File: src/rtl/irq_prio_pkg.sv
package irq_prio_pkg;

  // Default source count and the index width derived from it.
  localparam int unsigned N_SRC_DEF = 144;

  // Indices with no source attached.
  function automatic logic slot_reserved(input int unsigned i);
    return (i == 4) || (i == 6) ||
           (i >= 17 && i <= 19) ||
           (i == 36) || (i == 37) || (i == 43) || (i == 60) ||
           (i == 76) || (i == 78) || (i == 79) || (i == 112) ||
           (i >= 116 && i <= 119) ||
           (i >= 124 && i <= 143);
  endfunction

  // Rank slot encoding used by the resolver.
  typedef enum logic {RANK_FIRST = 1'b0, RANK_SECOND = 1'b1} rank_e;

endpackage

File: src/rtl/irq_cfg_regs.sv
module irq_cfg_regs #(
  parameter int unsigned N  = 144,
  parameter int unsigned IW = 8
) (
  input  logic          clk,
  input  logic          rst_n,
  input  logic          we,
  input  logic [IW-1:0] waddr,
  input  logic          wen,
  input  logic          whi,
  input  logic [IW-1:0] raddr,
  output logic          ren,
  output logic          rhi,
  output logic [N-1:0]  en_vec,
  output logic [N-1:0]  hi_vec
);
  import irq_prio_pkg::*;

  function automatic logic [N-1:0] build_rsvd();
    logic [N-1:0] m;
    m = '0;
    for (int i = 0; i < int'(N); i++) m[i] = slot_reserved(i);
    return m;
  endfunction

  localparam logic [N-1:0] RSVD = build_rsvd();

  logic [N-1:0] en_q, hi_q;
  logic [N-1:0] wr_hit;

  always_comb begin
    wr_hit = '0;
    for (int i = 0; i < int'(N); i++)
      wr_hit[i] = we && (int'(waddr) == i) && !RSVD[i];
  end

  always_ff @(posedge clk or negedge rst_n) begin
    if (!rst_n) begin
      en_q <= '0;
      hi_q <= ~RSVD;
    end else begin
      for (int i = 0; i < int'(N); i++) begin
        if (wr_hit[i]) begin
          en_q[i] <= wen;
          hi_q[i] <= whi;
        end
      end
    end
  end

  assign en_vec = en_q & ~RSVD;
  assign hi_vec = hi_q & ~RSVD;

  always_comb begin
    ren = 1'b0;
    rhi = 1'b0;
    if (int'(raddr) < int'(N)) begin
      ren = en_vec[raddr];
      rhi = hi_vec[raddr];
    end
  end

  // reserved slots hold no state once written.
  p_rsvd_readback_r6: assert property (@(posedge clk) disable iff (!rst_n)
    (int'(raddr) < int'(N) && slot_reserved(int'(raddr))) |-> (!ren && !rhi));

  // a write to a reserved slot leaves both bits at zero afterwards.
  p_rsvd_write_r6: assert property (@(posedge clk) disable iff (!rst_n)
    (we && int'(waddr) < int'(N) && slot_reserved(int'(waddr))) |=>
      (en_vec[$past(waddr)] == 1'b0));

endmodule

File: src/rtl/irq_find_first.sv
module irq_find_first #(
  parameter int unsigned N  = 144,
  parameter int unsigned IW = 8
) (
  input  logic          clk,
  input  logic          rst_n,
  input  logic [N-1:0]  req,
  output logic          hit,
  output logic [IW-1:0] idx
);

  // Scan from the top so the last assignment is the lowest set index.
  always_comb begin
    hit = 1'b0;
    idx = '0;
    for (int i = int'(N) - 1; i >= 0; i--) begin
      if (req[i]) begin
        hit = 1'b1;
        idx = IW'(i);
      end
    end
  end

  // the chosen index is requesting and nothing below it is.
  p_lowest_index_r4: assert property (@(posedge clk) disable iff (!rst_n)
    hit |-> (req[idx] && ((req & ((N'(1) << idx) - N'(1))) == '0)));

  // no hit without a request.
  p_hit_needs_req_r2: assert property (@(posedge clk) disable iff (!rst_n)
    (req == '0) |-> !hit);

endmodule

File: src/rtl/irq_nest_ctl.sv
module irq_nest_ctl (
  input  logic clk,
  input  logic rst_n,
  input  logic ack,
  input  logic ret,
  input  logic win_valid,
  input  logic win_hi,
  output logic svc_lo,
  output logic svc_hi
);

  logic take_hi, take_lo;

  assign take_hi = ack && !ret && win_valid && win_hi;
  assign take_lo = ack && !ret && win_valid && !win_hi;

  always_ff @(posedge clk or negedge rst_n) begin
    if (!rst_n) begin
      svc_lo <= 1'b0;
      svc_hi <= 1'b0;
    end else if (ret) begin
      if (svc_hi) svc_hi <= 1'b0;
      else        svc_lo <= 1'b0;
    end else begin
      if (take_hi) svc_hi <= 1'b1;
      if (take_lo) svc_lo <= 1'b1;
    end
  end

  // returning from a nested high handler resumes the low one.
  p_ret_unstack_r8: assert property (@(posedge clk) disable iff (!rst_n)
    (svc_hi && svc_lo && ret) |=> (svc_lo && !svc_hi));

  // a low handler never starts on top of a high one.
  p_no_lo_over_hi_r7: assert property (@(posedge clk) disable iff (!rst_n)
    svc_hi |=> !$rose(svc_lo));

  // an acknowledge with nothing presented changes nothing.
  p_ack_idle_r8: assert property (@(posedge clk) disable iff (!rst_n)
    (ack && !ret && !win_valid) |=> ($stable(svc_lo) && $stable(svc_hi)));

endmodule

File: src/rtl/irq_prio_resolver.sv
module irq_prio_resolver #(
  parameter int unsigned N_SRC = irq_prio_pkg::N_SRC_DEF,
  parameter int unsigned IDX_W = $clog2(N_SRC)
) (
  input  logic             clk,
  input  logic             rst_n,
  input  logic             vec_mode,
  input  logic             glb_en_hi,
  input  logic             glb_en_lo,
  input  logic [N_SRC-1:0] irq_pend,
  input  logic             cfg_we,
  input  logic [IDX_W-1:0] cfg_waddr,
  input  logic             cfg_wen,
  input  logic             cfg_whi,
  input  logic [IDX_W-1:0] cfg_raddr,
  output logic             cfg_ren,
  output logic             cfg_rhi,
  input  logic             irq_ack,
  input  logic             irq_ret,
  output logic             win_valid,
  output logic [IDX_W-1:0] win_vec,
  output logic             win_hi,
  output logic             svc_lo,
  output logic             svc_hi
);
  import irq_prio_pkg::*;

  localparam int unsigned N_RANK = 2;

  logic [N_SRC-1:0] en_vec, hi_vec;
  logic [N_SRC-1:0] hi_cand, lo_cand;
  logic [N_SRC-1:0] rank_req [N_RANK];
  logic             rank_hit [N_RANK];
  logic [IDX_W-1:0] rank_idx [N_RANK];
  logic             rank_ok  [N_RANK];
  logic             nx_valid, nx_hi;
  logic [IDX_W-1:0] nx_vec;

  irq_cfg_regs #(.N(N_SRC), .IW(IDX_W)) u_cfg (
    .clk    (clk),
    .rst_n  (rst_n),
    .we     (cfg_we),
    .waddr  (cfg_waddr),
    .wen    (cfg_wen),
    .whi    (cfg_whi),
    .raddr  (cfg_raddr),
    .ren    (cfg_ren),
    .rhi    (cfg_rhi),
    .en_vec (en_vec),
    .hi_vec (hi_vec)
  );

  // Per-level candidate sets after enable and global gating.
  assign hi_cand = irq_pend & en_vec &  hi_vec & {N_SRC{glb_en_hi}};
  assign lo_cand = irq_pend & en_vec & ~hi_vec & {N_SRC{glb_en_lo}};

  // First rank: high level (or everything in index-only mode).
  assign rank_req[RANK_FIRST]  = vec_mode ? hi_cand : (hi_cand | lo_cand);
  assign rank_req[RANK_SECOND] = vec_mode ? lo_cand : '0;
  assign rank_ok[RANK_FIRST]   = !svc_hi;
  assign rank_ok[RANK_SECOND]  = vec_mode && !svc_hi && !svc_lo;

  for (genvar r = 0; r < N_RANK; r++) begin : g_rank
    irq_find_first #(.N(N_SRC), .IW(IDX_W)) u_ff (
      .clk   (clk),
      .rst_n (rst_n),
      .req   (rank_req[r]),
      .hit   (rank_hit[r]),
      .idx   (rank_idx[r])
    );
  end

  always_comb begin
    nx_valid = 1'b0;
    nx_vec   = '0;
    nx_hi    = 1'b0;
    if (rank_hit[RANK_FIRST] && rank_ok[RANK_FIRST]) begin
      nx_valid = 1'b1;
      nx_vec   = rank_idx[RANK_FIRST];
      nx_hi    = 1'b1;
    end else if (rank_hit[RANK_SECOND] && rank_ok[RANK_SECOND]) begin
      nx_valid = 1'b1;
      nx_vec   = rank_idx[RANK_SECOND];
      nx_hi    = 1'b0;
    end
  end

  always_ff @(posedge clk or negedge rst_n) begin
    if (!rst_n) begin
      win_valid <= 1'b0;
      win_vec   <= '0;
      win_hi    <= 1'b0;
    end else begin
      win_valid <= nx_valid;
      win_vec   <= nx_vec;
      win_hi    <= nx_hi;
    end
  end

  irq_nest_ctl u_nest (
    .clk       (clk),
    .rst_n     (rst_n),
    .ack       (irq_ack),
    .ret       (irq_ret),
    .win_valid (win_valid),
    .win_hi    (win_hi),
    .svc_lo    (svc_lo),
    .svc_hi    (svc_hi)
  );

  // a reserved index is never presented.
  p_rsvd_never_wins_r6: assert property (@(posedge clk) disable iff (!rst_n)
    win_valid |-> !slot_reserved(int'(win_vec)));

  // a low winner means no high candidate was there a cycle earlier.
  p_hi_before_lo_r3: assert property (@(posedge clk) disable iff (!rst_n)
    (win_valid && !win_hi) |-> $past(!rank_hit[RANK_FIRST]));

  // a high handler in service blocks presentation.
  p_hi_svc_blocks_r8: assert property (@(posedge clk) disable iff (!rst_n)
    $past(svc_hi) |-> !win_valid);

  // under a low handler only high winners appear.
  p_lo_svc_hi_only_r7: assert property (@(posedge clk) disable iff (!rst_n)
    ($past(svc_lo) && win_valid) |-> win_hi);

  // index-only mode always reports the high level.
  p_flat_reports_hi_r9: assert property (@(posedge clk) disable iff (!rst_n)
    ($past(!vec_mode) && win_valid) |-> win_hi);

endmodule

File: config.mk
export PLATFORM = sky130hd
export DESIGN_NAME = irq_prio_resolver
export DESIGN_NICKNAME = d
export VERILOG_FILES = /design/src/rtl/irq_prio_pkg.sv /design/src/rtl/irq_cfg_regs.sv /design/src/rtl/irq_find_first.sv /design/src/rtl/irq_nest_ctl.sv /design/src/rtl/irq_prio_resolver.sv
export SDC_FILE = /design/constraint.sdc
export NUM_CORES = 1
export LEC_CHECK = 0
export ABC_AREA = 1
export BUFFER_PORTS_ARGS = -buffer_cell sky130_fd_sc_hd__buf_2
export CAP_MARGIN = 10
export CELL_PAD_IN_SITES_DETAIL_PLACEMENT = 1
export CELL_PAD_IN_SITES_GLOBAL_PLACEMENT = 2
export CORE_ASPECT_RATIO = 0.7
export CORE_MARGIN = 2
export CORE_UTILIZATION = 35
export CTS_CLUSTER_SIZE = 10
export DETAILED_ROUTE_END_ITERATION = 10
export PLACE_DENSITY_LB_ADDON = 0.25
export SLEW_MARGIN = 20
export SYNTH_ARGS = -nofsm -noshare
export SYNTH_HDL_FRONTEND = slang
export SYNTH_SLANG_ARGS = --single-unit
File: constraint.sdc
create_clock -name clk -period 12.6 [get_ports clk]
set_input_delay 0.63 -clock clk [delete_from_list [all_inputs] [get_ports clk]]
set_output_delay 0.63 -clock clk [all_outputs]
set_load 0.03 [all_outputs]
## After elaboration in Yosys (flattened, before gate mapping)

Cells that the tools add are included.

- Flip-flop bits (word level): 226
- Output and inout bits: 14
- Word-level logic and storage cells: 1,052

- $lt $le $gt $ge: 2
- Equality and inequality tests: 107
- Mux-type cells: 594
- Bitwise gates (word level): 7
- Reduce and logical (&&, ||, !) cells: 123

Operators by type and width:

| cell | number |
|---|---|
| 8-bit two-way mux | 290 |
| 144-bit bitwise AND | 3 |
| 8-bit equality test, second input constant | 52 |
| 1-bit two-way mux | 300 |
| 144-bit by 124-bit bitwise AND with 144-bit output | 2 |
| 144-bit two-way mux | 2 |
| 8-bit by 7-bit equality test with 1-bit output, second input constant | 28 |
| 124-bit inverter with 144-bit output | 1 |
| 144-bit OR | 1 |
| 1-bit logical AND | 115 |
| 8-bit by 6-bit equality test with 1-bit output, second input constant | 13 |
| 8-bit by 5-bit equality test with 1-bit output, second input constant | 8 |
| 1-bit binary-select mux with 8-bit select | 2 |
| 8-bit by 3-bit equality test with 1-bit output, second input constant | 2 |
| 8-bit by 4-bit equality test with 1-bit output, second input constant | 2 |
| 8-bit by 9-bit less-than comparator with 1-bit output, second input constant | 1 |
| 8-bit by 2-bit equality test with 1-bit output, second input constant | 1 |
| 8-bit logical NOT | 1 |
| 8-bit less-than comparator, second input constant | 1 |
| 1-bit logical NOT | 4 |
| 2-bit nonzero test | 2 |
| 2-bit inequality test, second input constant | 1 |
| 2-bit AND reduction | 1 |

## Logic depth before layout (Yosys ltp)

Gate-level depths: netlist of the first run.

- Depth in word-level cells: 151
- Gate-level depth with buffers: 102
- Depth with buffers taken out: 101

## Cells and area by module

From an unflattened synthesis of the first run, not the netlist that was laid out.

- Cells, all modules: 3,826
- Area total of the unflattened synthesis: 21,690.8 um^2

By module, submodules not included:

| module | instances | cells an instance | area an instance (um^2) |
|---|---|---|---|
| irq_cfg_regs | 1 | 1,486 | 11,202.0 |
| irq_prio_resolver | 1 | 1,266 | 5,617.9 |
| irq_find_first | 2 | 532 | 2,393.5 |
| irq_nest_ctl | 1 | 10 | 83.8 |

## Least setup slack after synthesis of the first run

Ideal clock, no wire load.

- Path type: input to register
- From: input port glb_en_lo
- To: register win_vec[0]
- Library setup time: 0.065 ns
- Arrival time: 5.231 ns
- Path slack: 7.304 ns
- Cell stages on the path: 100
- Buffers on the path: 2
- Cells stage by stage: buf_4 -> inv_2 -> buf_6 -> nor3_2 -> nand2_1 -> nand2_1 -> inv_1 -> nand2_1 -> nand2_1 -> nand2_1 -> nand2_1 -> nand2_1 -> nand2_1 -> nand2_1 -> nand2_1 -> nand2_1 -> nand2_1 -> nand2_1 -> [64 not listed] -> nand2_1 -> nand2_1 -> nand2_1 -> nand2_1 -> nand2_1 -> nand2_1 -> nand2_1 -> nand2_1 -> nand2_1 -> nand2_1 -> nand2_1 -> nand2_1 -> nand2_1 -> nand2_1 -> nand2_1 -> nand2_1 -> nand2_1 -> nand2_1

- Longest elaborated chain between the ends: 149
- Elaborated cells on any way between the ends: 584
- Those cells by class: 580 x mux; 2 x bitwise; 2 x reduce/logical

RTL lines:

| item | RTL line | text |
|---|---|---|
| from (decl) | irq_prio_resolver.sv:9 | `input logic glb_en_lo,` |
| 144-bit bitwise AND (*) | irq_prio_resolver.sv:55 | `assign lo_cand = irq_pend & en_vec & ~hi_vec & {N_SRC{glb_en_lo}};` |
| 144-bit two-way mux or 144-bit OR (tied branches) | irq_prio_resolver.sv:59, irq_prio_resolver.sv:58 |  |
| 1-bit two-way mux or 144-bit two-way mux (tied branches) | irq_find_first.sv:17, irq_prio_resolver.sv:58 |  |
| 1-bit two-way mux (143 in a row) | irq_find_first.sv:17 | `if (req[i]) begin` |
| 1-bit logical AND or 1-bit two-way mux (tied branches) | irq_prio_resolver.sv:81, irq_find_first.sv:17 |  |
| 8-bit two-way mux or 1-bit logical AND (tied branches) | irq_prio_resolver.sv:81, irq_prio_resolver.sv:77 |  |
| 8-bit two-way mux (*) | irq_prio_resolver.sv:77 | `if (rank_hit[RANK_FIRST] && rank_ok[RANK_FIRST]) begin` |
| net nx_vec[0] | irq_prio_resolver.sv:37 | `logic [IDX_W-1:0] nx_vec;` |
| to (signal assigned) | irq_prio_resolver.sv:95 | `win_vec <= nx_vec;` |
| to (decl) | irq_prio_resolver.sv:21 | `output logic [IDX_W-1:0] win_vec,` |

The timed path passes the listed nets; every way through them passes the cells marked *.
A chain may end at the register's enable or synchronous reset.

## Worst setup path in the final report of the first run

Ends and elaborated chain as after synthesis.

==> results of run 1 <==
==> cell families after synthesis <==
kind of cell	after synthesis	synth area share (%)
DFF	225	35.08
and+or+nand+nor	1498	37.35
other	1	0.02282
buffers and inverters	362	8.590
AOI/OAI and AO/OA	578	18.96
==> registers in the layout, summed over array words and instances, names as in the netlist <==
signal         flops
u_nest.svc_lo      1
win_valid          1
u_cfg.en_q       107
win_hi             1
u_nest.svc_hi      1
win_vec            7
u_cfg.hi_q       107
==> report_power, final <==
group | internal [uW] | switching [uW]
combinational | 127 | 338
sequential | 782 | 42.8
clock | 442 | 349
total | 1350 | 729
==> per-layer routing <==
metal  global-route usage, %  routed length [um]  vias to the layer above
li1                        -                   -                     8990
met1                   43.46               35530                     9413
met2                   49.36               33210                      705
met3                   6.155                5962                      144
met4                   10.77                2703                        2
met5                       0                  13                        -
==> path summary, 6_finish.rpt <==
path,from,to,slack [ns],depth (start not counted)
worst max register to register,u_cfg.hi_q[123],win_vec[0],6.06,101
max in group asynchronous,rst_n,u_cfg.en_q[63],10.22,3
worst min register to register,u_cfg.hi_q[70],u_cfg.hi_q[70],0.51,2
worst max-delay path,glb_en_lo,win_vec[0],4.78,102
min in group clk,irq_ret,u_nest.svc_hi,0.22,2
worst min-delay path,rst_n,u_cfg.en_q[109],0.06,1
==> layout make-up <==
| class | count | area (um2) |
|---|---|---|
| clock buffer | 49 | 829.5 |
| sequential | 225 | 5764 |
| clock inverter | 3 | 26.28 |
| inverter | 244 | 917.1 |
| tap | 612 | 765.7 |
| fill | 6241 | 27760 |
| multi-input combinational | 2077 | 9286 |
| timing repair buffer | 181 | 1046 |
| antenna | 4 | 10.01 |
==> placed cells by master (no fill, tap or decap), types with 2 or more instances in the layout <==
| cell | instances |
|---|---|
| o211ai_1 | 9 |
| diode_2 | 4 |
| dfrtp_1 | 118 |
| o31ai_1 | 7 |
| nor3_1 | 112 |
| nor2_1 | 278 |
| o21bai_1 | 3 |
| inv_2 | 10 |
| buf_4 | 37 |
| clkbuf_1 | 16 |
| o21ai_1 | 3 |
| dfstp_2 | 107 |
| a221oi_1 | 2 |
| o22ai_1 | 33 |
| nand3_1 | 52 |
| nand4_1 | 101 |
| o311ai_0 | 2 |
| o221ai_1 | 10 |
| o21ai_0 | 434 |
| a31oi_1 | 17 |
| clkinv_2 | 3 |
| nor3_2 | 5 |
| nor4_1 | 9 |
| inv_1 | 233 |
| a21oi_1 | 42 |
| nand2_1 | 930 |
| clkbuf_16 | 28 |
| buf_2 | 141 |
| a221o_1 | 3 |
| nor2_2 | 8 |
| a21boi_0 | 3 |
| clkbuf_8 | 5 |
| a32o_1 | 2 |
==> per-stage QoR <==
stage | hold WS (ns) | util [%] | instances | total power, uW | worst slack (ns)
floorplan | 0.3344 | - | 2664 | 1087 | 7.304
global placement | 0.4869 | 38.19 | 3337 | 1277 | 4.437
detailed placement | 0.5016 | 38.31 | 3339 | 1291 | 4.290
CTS | 0.1232 | 40.15 | 3391 | 2088 | 4.850
global route | 0.1324 | 40.16 | 3392 | 2176 | 3.658
finish | 0.06151 | 40.18 | 3395 | 2081 | 4.777
==> flow_summary.yaml, run 1 <==
global_route:
  grt_pass1_wl_mm: 116.7
  overflow: 0
  grt_pass1_vias: 19230
  grt_max_degree: 107
  grt_use_total_pct: 31.49
  antenna_found_initial: 4
logic_synthesis:
  synth.most_common_cell: "nand2_1"
  syn-cell-area_um2: 16430
  synth_top_area_cell: "nand2_1"
  synth.distinct_cells: 41
  synth-edff-count: 0
  ys_warn_count: 0
  avgSynthCellArea_um2: 6.167
  yosys_most_used_dff: "dfrtp_1"
  ys_seq_area_share_pct: 35.08
  yosysTopAreaCellShare_pct: 21.25
  synth.top_cells.by_count: "930 x nand2_1, 434 x o21ai_0, 287 x nor2_1"
  ys_async_sr_fraction_pct: 100.0
  ys_ff_latch: 225
  syn-instance-count: 2664
  synthTopCellsByArea: "nand2_1 21%, dfrtp_1 18%, dfstp_2 17%"
  synth_nets: 2834
clocking:
  cts_root_buffer: "clkbuf_16"
  hold_buffers: 0
  clk_pin_slew_worst_paths_ns: 0.06
  cts-resized-gates: 0
  postCtsSetupRepairBufs: 0
  cts_buffer_depth: 3
  cts_buffers: 28
  cts_htree_levels: 1
  clk_latency_ns: 0.60
  cts_tree: "yes"
  numClockSinks: 225
layout:
  layout-drive-gt1-share_pct: 12.63
  fin_nets: 2927
  area_growth_pct: 13.49
  final_area_um2: 18650
power:
  ir_worst_vdd_uv: 93.52
  p_leak_uw: 0.008012
  p_per_area_nw_per_um2: 111.6
timing:
  hold_violations: 0
  rsz0062_at_grt: "false"
  fin_crit_sh_pct: 62.09
  period_minus_slack_ns: 7.823
  timing.setup.tns_ns: 0
  max_slew_margin_pct: 24.97
  fin_skew_ns: 0.01426
  drv_slew: 0
  worst_pin_slew_ns: 1.124
  max_clock_freq_mhz: 127.8
  finalSetupViolCount: 0
worst_setup_path:
  start_kind: "input port"
  critPathKind: "in2reg"
  cpMaxStageDelayCell: "clkinv_2"
  cp-end-kind: "flop"
  critPathBufInv: 2
  critical_path.top_delay_family: "simple AND/OR/NAND/NOR gates"
  path_max_fanout: 51
  max_stage_delay_ns: 0.95
  arrival_ns: 8.29
  cp_common_cell: "nand2_1"
  cp.required_ns: 13.07
placed_design:
  io_buffer_count: 145
  dp_hpwl_mm: 54.77
  finalWeightedCongestion: 0.8976
  placed_area_um2: 17780
routing:
  wl_per_cell_um: 22.80
  vias_per_cell: 5.671
  drt_iter0_markers: 1762
  drcViolationCount: 0
  drt_pass1_iterations: 5
  routed_wl_mm: 77.42
  vias: 19250
  antenna_left: 0
floorplan:
  start_util_pct: 35.40
  die-area_um2: 48720
  design.core.area_um2: 46410
  fp.dieW_um: 263.0
  rows: 66
  die-height_um: 185.3
  io-pin-count: 184
outcome:
  status: "finished, final reports clean"
flow_run:
  max-cap-violations: 0
hold_path:
  hp-class: "in2async"
Note: power is estimated with default switching activity, not from simulation.
==> inputs of run 2 (changes only) <==
ABC_AREA = 0   (was 1)
CORE_UTILIZATION = 38   (was 35)
clock period = 7.9 ns   (was 12.6 ns; I/O delays follow)
==> run 2 against run 1 <==
  * Utilization grew 2.4 points
  * Critical path depth shrank 94
  * Sequential cell count is the same
  * Via count shrank 11%
  * Routed wire length grew 1.9%
  * Non-clock buffer count shrank 19
  * Count of clock-buffer cells in the layout shrank 2
  * Final cell count shrank 22%
  * Setup slack lost 1.0 ns
  * Largest power group unchanged
  * Synthesized cell count shrank 27%
==> flow_summary.yaml, run 2 <==
logic_synthesis:
  yosysTopAreaCellShare_pct: 16.45
  avgSynthCellArea_um2: 9.282
  synth_top_area_cell: "dfrtp_1"
  synth.most_common_cell: "nand2_1"
  synthTopCellsByArea: "dfrtp_1 16%, dfstp_2 16%, mux2_2 14%"
  syn-cell-area_um2: 17950
  syn-instance-count: 1934
  synth_nets: 2104
  synth.distinct_cells: 88
  ys_warn_count: 0
  synth.top_cells.by_count: "306 x nand2_1, 218 x mux2_2, 186 x nor2_1"
  ys_seq_area_share_pct: 32.11
  yosys_most_used_dff: "dfrtp_1"
  ys_ff_latch: 225
  synth-edff-count: 0
  ys_async_sr_fraction_pct: 100.0
power:
  p_per_area_nw_per_um2: 162.0
  ir_worst_vdd_uv: 119.8
  pwr-share-seq_pct: 41.6
  switching_power_uw: 1058
  comb_power_share_pct: 21.3
  p_total_uw: 3212
  pwr-share-clk_pct: 37.1
  swShare_pct: 32.94
  internal_power_uw: 2154
  p_leak_uw: 0.007831
hold_path:
  hp-class: "in2reg"
worst_setup_path:
  cp_common_cell: "mux4_2"
  worstReg2RegEnd: "win_vec[0]"
  cp-end-kind: "output pin"
  cpMaxStageDelayCell: "buf_4"
  r2r_slack_ns: 4.52
  worstPathCellList: "buf_4 > buf_4 > mux4_2 > mux4_2 > mux4_2 > mux2i_1 > nor2_1 > buf_2"
  reg2reg_depth: 9
  critical_path.top_delay_family: "multiplexers"
  critPathKind: "in2out"
  critPathBufInv: 3
  arrival_ns: 3.76
  r2r-start: "u_cfg.hi_q[51]"
  startpoint: "cfg_raddr[0]"
  critical_path_depth: 8
  cp.required_ns: 7.51
  max_stage_delay_ns: 0.65
  path_max_fanout: 32
  timing.critical_path.to: "cfg_rhi"
  start_kind: "input port"
timing:
  finalSetupViolCount: 0
  period_minus_slack_ns: 4.156
  drv_slew: 0
  rsz0062_at_grt: "false"
  fin_skew_ns: 0.02873
  max_clock_freq_mhz: 240.6
  fin_crit_sh_pct: 52.60
  worst_pin_slew_ns: 1.237
  timing.setup.tns_ns: 0
  max_slew_margin_pct: 17.52
  hold_violations: 0
routing:
  vias_per_cell: 6.425
  drt_iter0_markers: 1348
  drt_pass1_iterations: 5
  wl_per_cell_um: 29.69
  antenna_left: 0
  vias: 17060
  drcViolationCount: 0
  routed_wl_mm: 78.85
floorplan:
  die-area_um2: 49020
  design.core.area_um2: 46570
  die-height_um: 185.9
  rows: 66
  start_util_pct: 38.55
  fp.dieW_um: 263.8
  io-pin-count: 184
clocking:
  numClockSinks: 225
  hold_buffers: 2
  cts-resized-gates: 0
  cts_buffers: 27
  postCtsSetupRepairBufs: 0
  clk_pin_slew_worst_paths_ns: 0.06
  cts_tree: "yes"
  cts_buffer_depth: 3
  cts_htree_levels: 1
  clk_latency_ns: 0.59
  cts_root_buffer: "clkbuf_16"
global_route:
  grt_pass1_vias: 16830
  grt_max_degree: 140
  antenna_found_initial: 3
  overflow: 0
  grt_pass1_wl_mm: 114.4
  grt_use_total_pct: 31.80
layout:
  fin_nets: 2193
  seqCellArea_um2: 5764
  utilization_pct: 42.57
  nFillCells: 5330
  reg.largest.list: "u_cfg.en_q (107), u_cfg.hi_q (107), win_vec (7)"
  area_growth_pct: 10.43
  final_common_cell: "nand2_1"
  layout-drive-gt1-share_pct: 33.87
  final_cell_mix: "306 x nand2_1, 218 x mux2_2, 186 x nor2_1"
  multi_input_area_um2: 11540
flow_run:
  max-cap-violations: 0
outcome:
  status: "finished, final reports clean"
placed_design:
  dp_hpwl_mm: 57.03
  io_buffer_count: 145
  finalWeightedCongestion: 0.9219
[run 2: per-stage QoR]
| step | hold slack (ns) | setup WS, ns | instance area (um2) | std cells |
|---|---|---|---|---|
| finish | 0.1119 | 3.744 | 19830 | 2656 |
| global route | 0.1186 | 3.570 | 19830 | 2656 |
| CTS | 0.08356 | 3.690 | 19820 | 2655 |
| detailed placement | 0.5191 | 3.425 | 19010 | 2604 |
| global placement | 0.5099 | 3.448 | 19010 | 2604 |
| floorplan | 0.09941 | 4.678 | 17950 | 1934 |
[run 2: per-layer routing]
layer  part of all wire (%)  track usage [%]  vias up
met1                     46            46.79     8832
met4                    2.2            6.750        4
met2                     41            46.16      712
li1                       -                -     7425
met3                     10            8.850       91
met5                  0.034                0        -
[run 2: tightest hold or removal path: cells and delay by family]
family	cells	cell delay, ns
AND/OR/NAND/NOR	1	0.07
buffers and inverters	1	0.11
AO/OA/AOI/OAI	1	0.07
[run 2: logic make-up (layout without fill, tap and decap cells)]
logic type	after synthesis	count (layout)	share of synthesized area [%]
other cells	1	2	0.02089
buf+inv	118	227	3.778
flops	225	225	32.11
mux	281	281	21.09
compound gates	390	390	14.35
simple gates	919	919	28.65
[run 2: how the worst min path moves through the flow]
stage / startpoint / endpoint / slack (ns) / cells past startpoint
finish: irq_ack / u_nest.svc_hi / 0.11 / 3
global route: irq_ack / u_nest.svc_hi / 0.12 / 3
CTS: irq_ack / u_nest.svc_hi / 0.08 / 3
detailed placement: rst_n / u_cfg.en_q[92] / 0.52 / 1
global placement: u_cfg.en_q[52] / u_cfg.en_q[52] / 0.51 / 1
floorplan: rst_n / u_cfg.en_q[0] / 0.1 / 0
[run 2: power by group through the flow]
| stage | Combinational [uW] | Clock (uW) | Sequential, uW |
|---|---|---|---|
| after floorplan | 385 | 0 | 1360 |
| after global placement | 657 | 0 | 1350 |
| after detailed placement | 671 | 0 | 1350 |
| after CTS | 675 | 1220 | 1330 |
| after global routing | 726 | 1250 | 1350 |
| final | 684 | 1190 | 1340 |
[run 2: area by class of cell]
| cell class | count | area share, % |
|---|---|---|
| Timing Repair Buffer | 162 | 4.557 |
| Multi-Input combinational cell | 1591 | 58.22 |
| Inverter | 16 | 0.3029 |
| Antenna cell | 1 | 0.01262 |
| Clock buffer | 47 | 3.888 |
| Tap cell | 612 | 3.862 |
| Clock inverter | 2 | 0.08204 |
| Sequential cell | 225 | 29.08 |
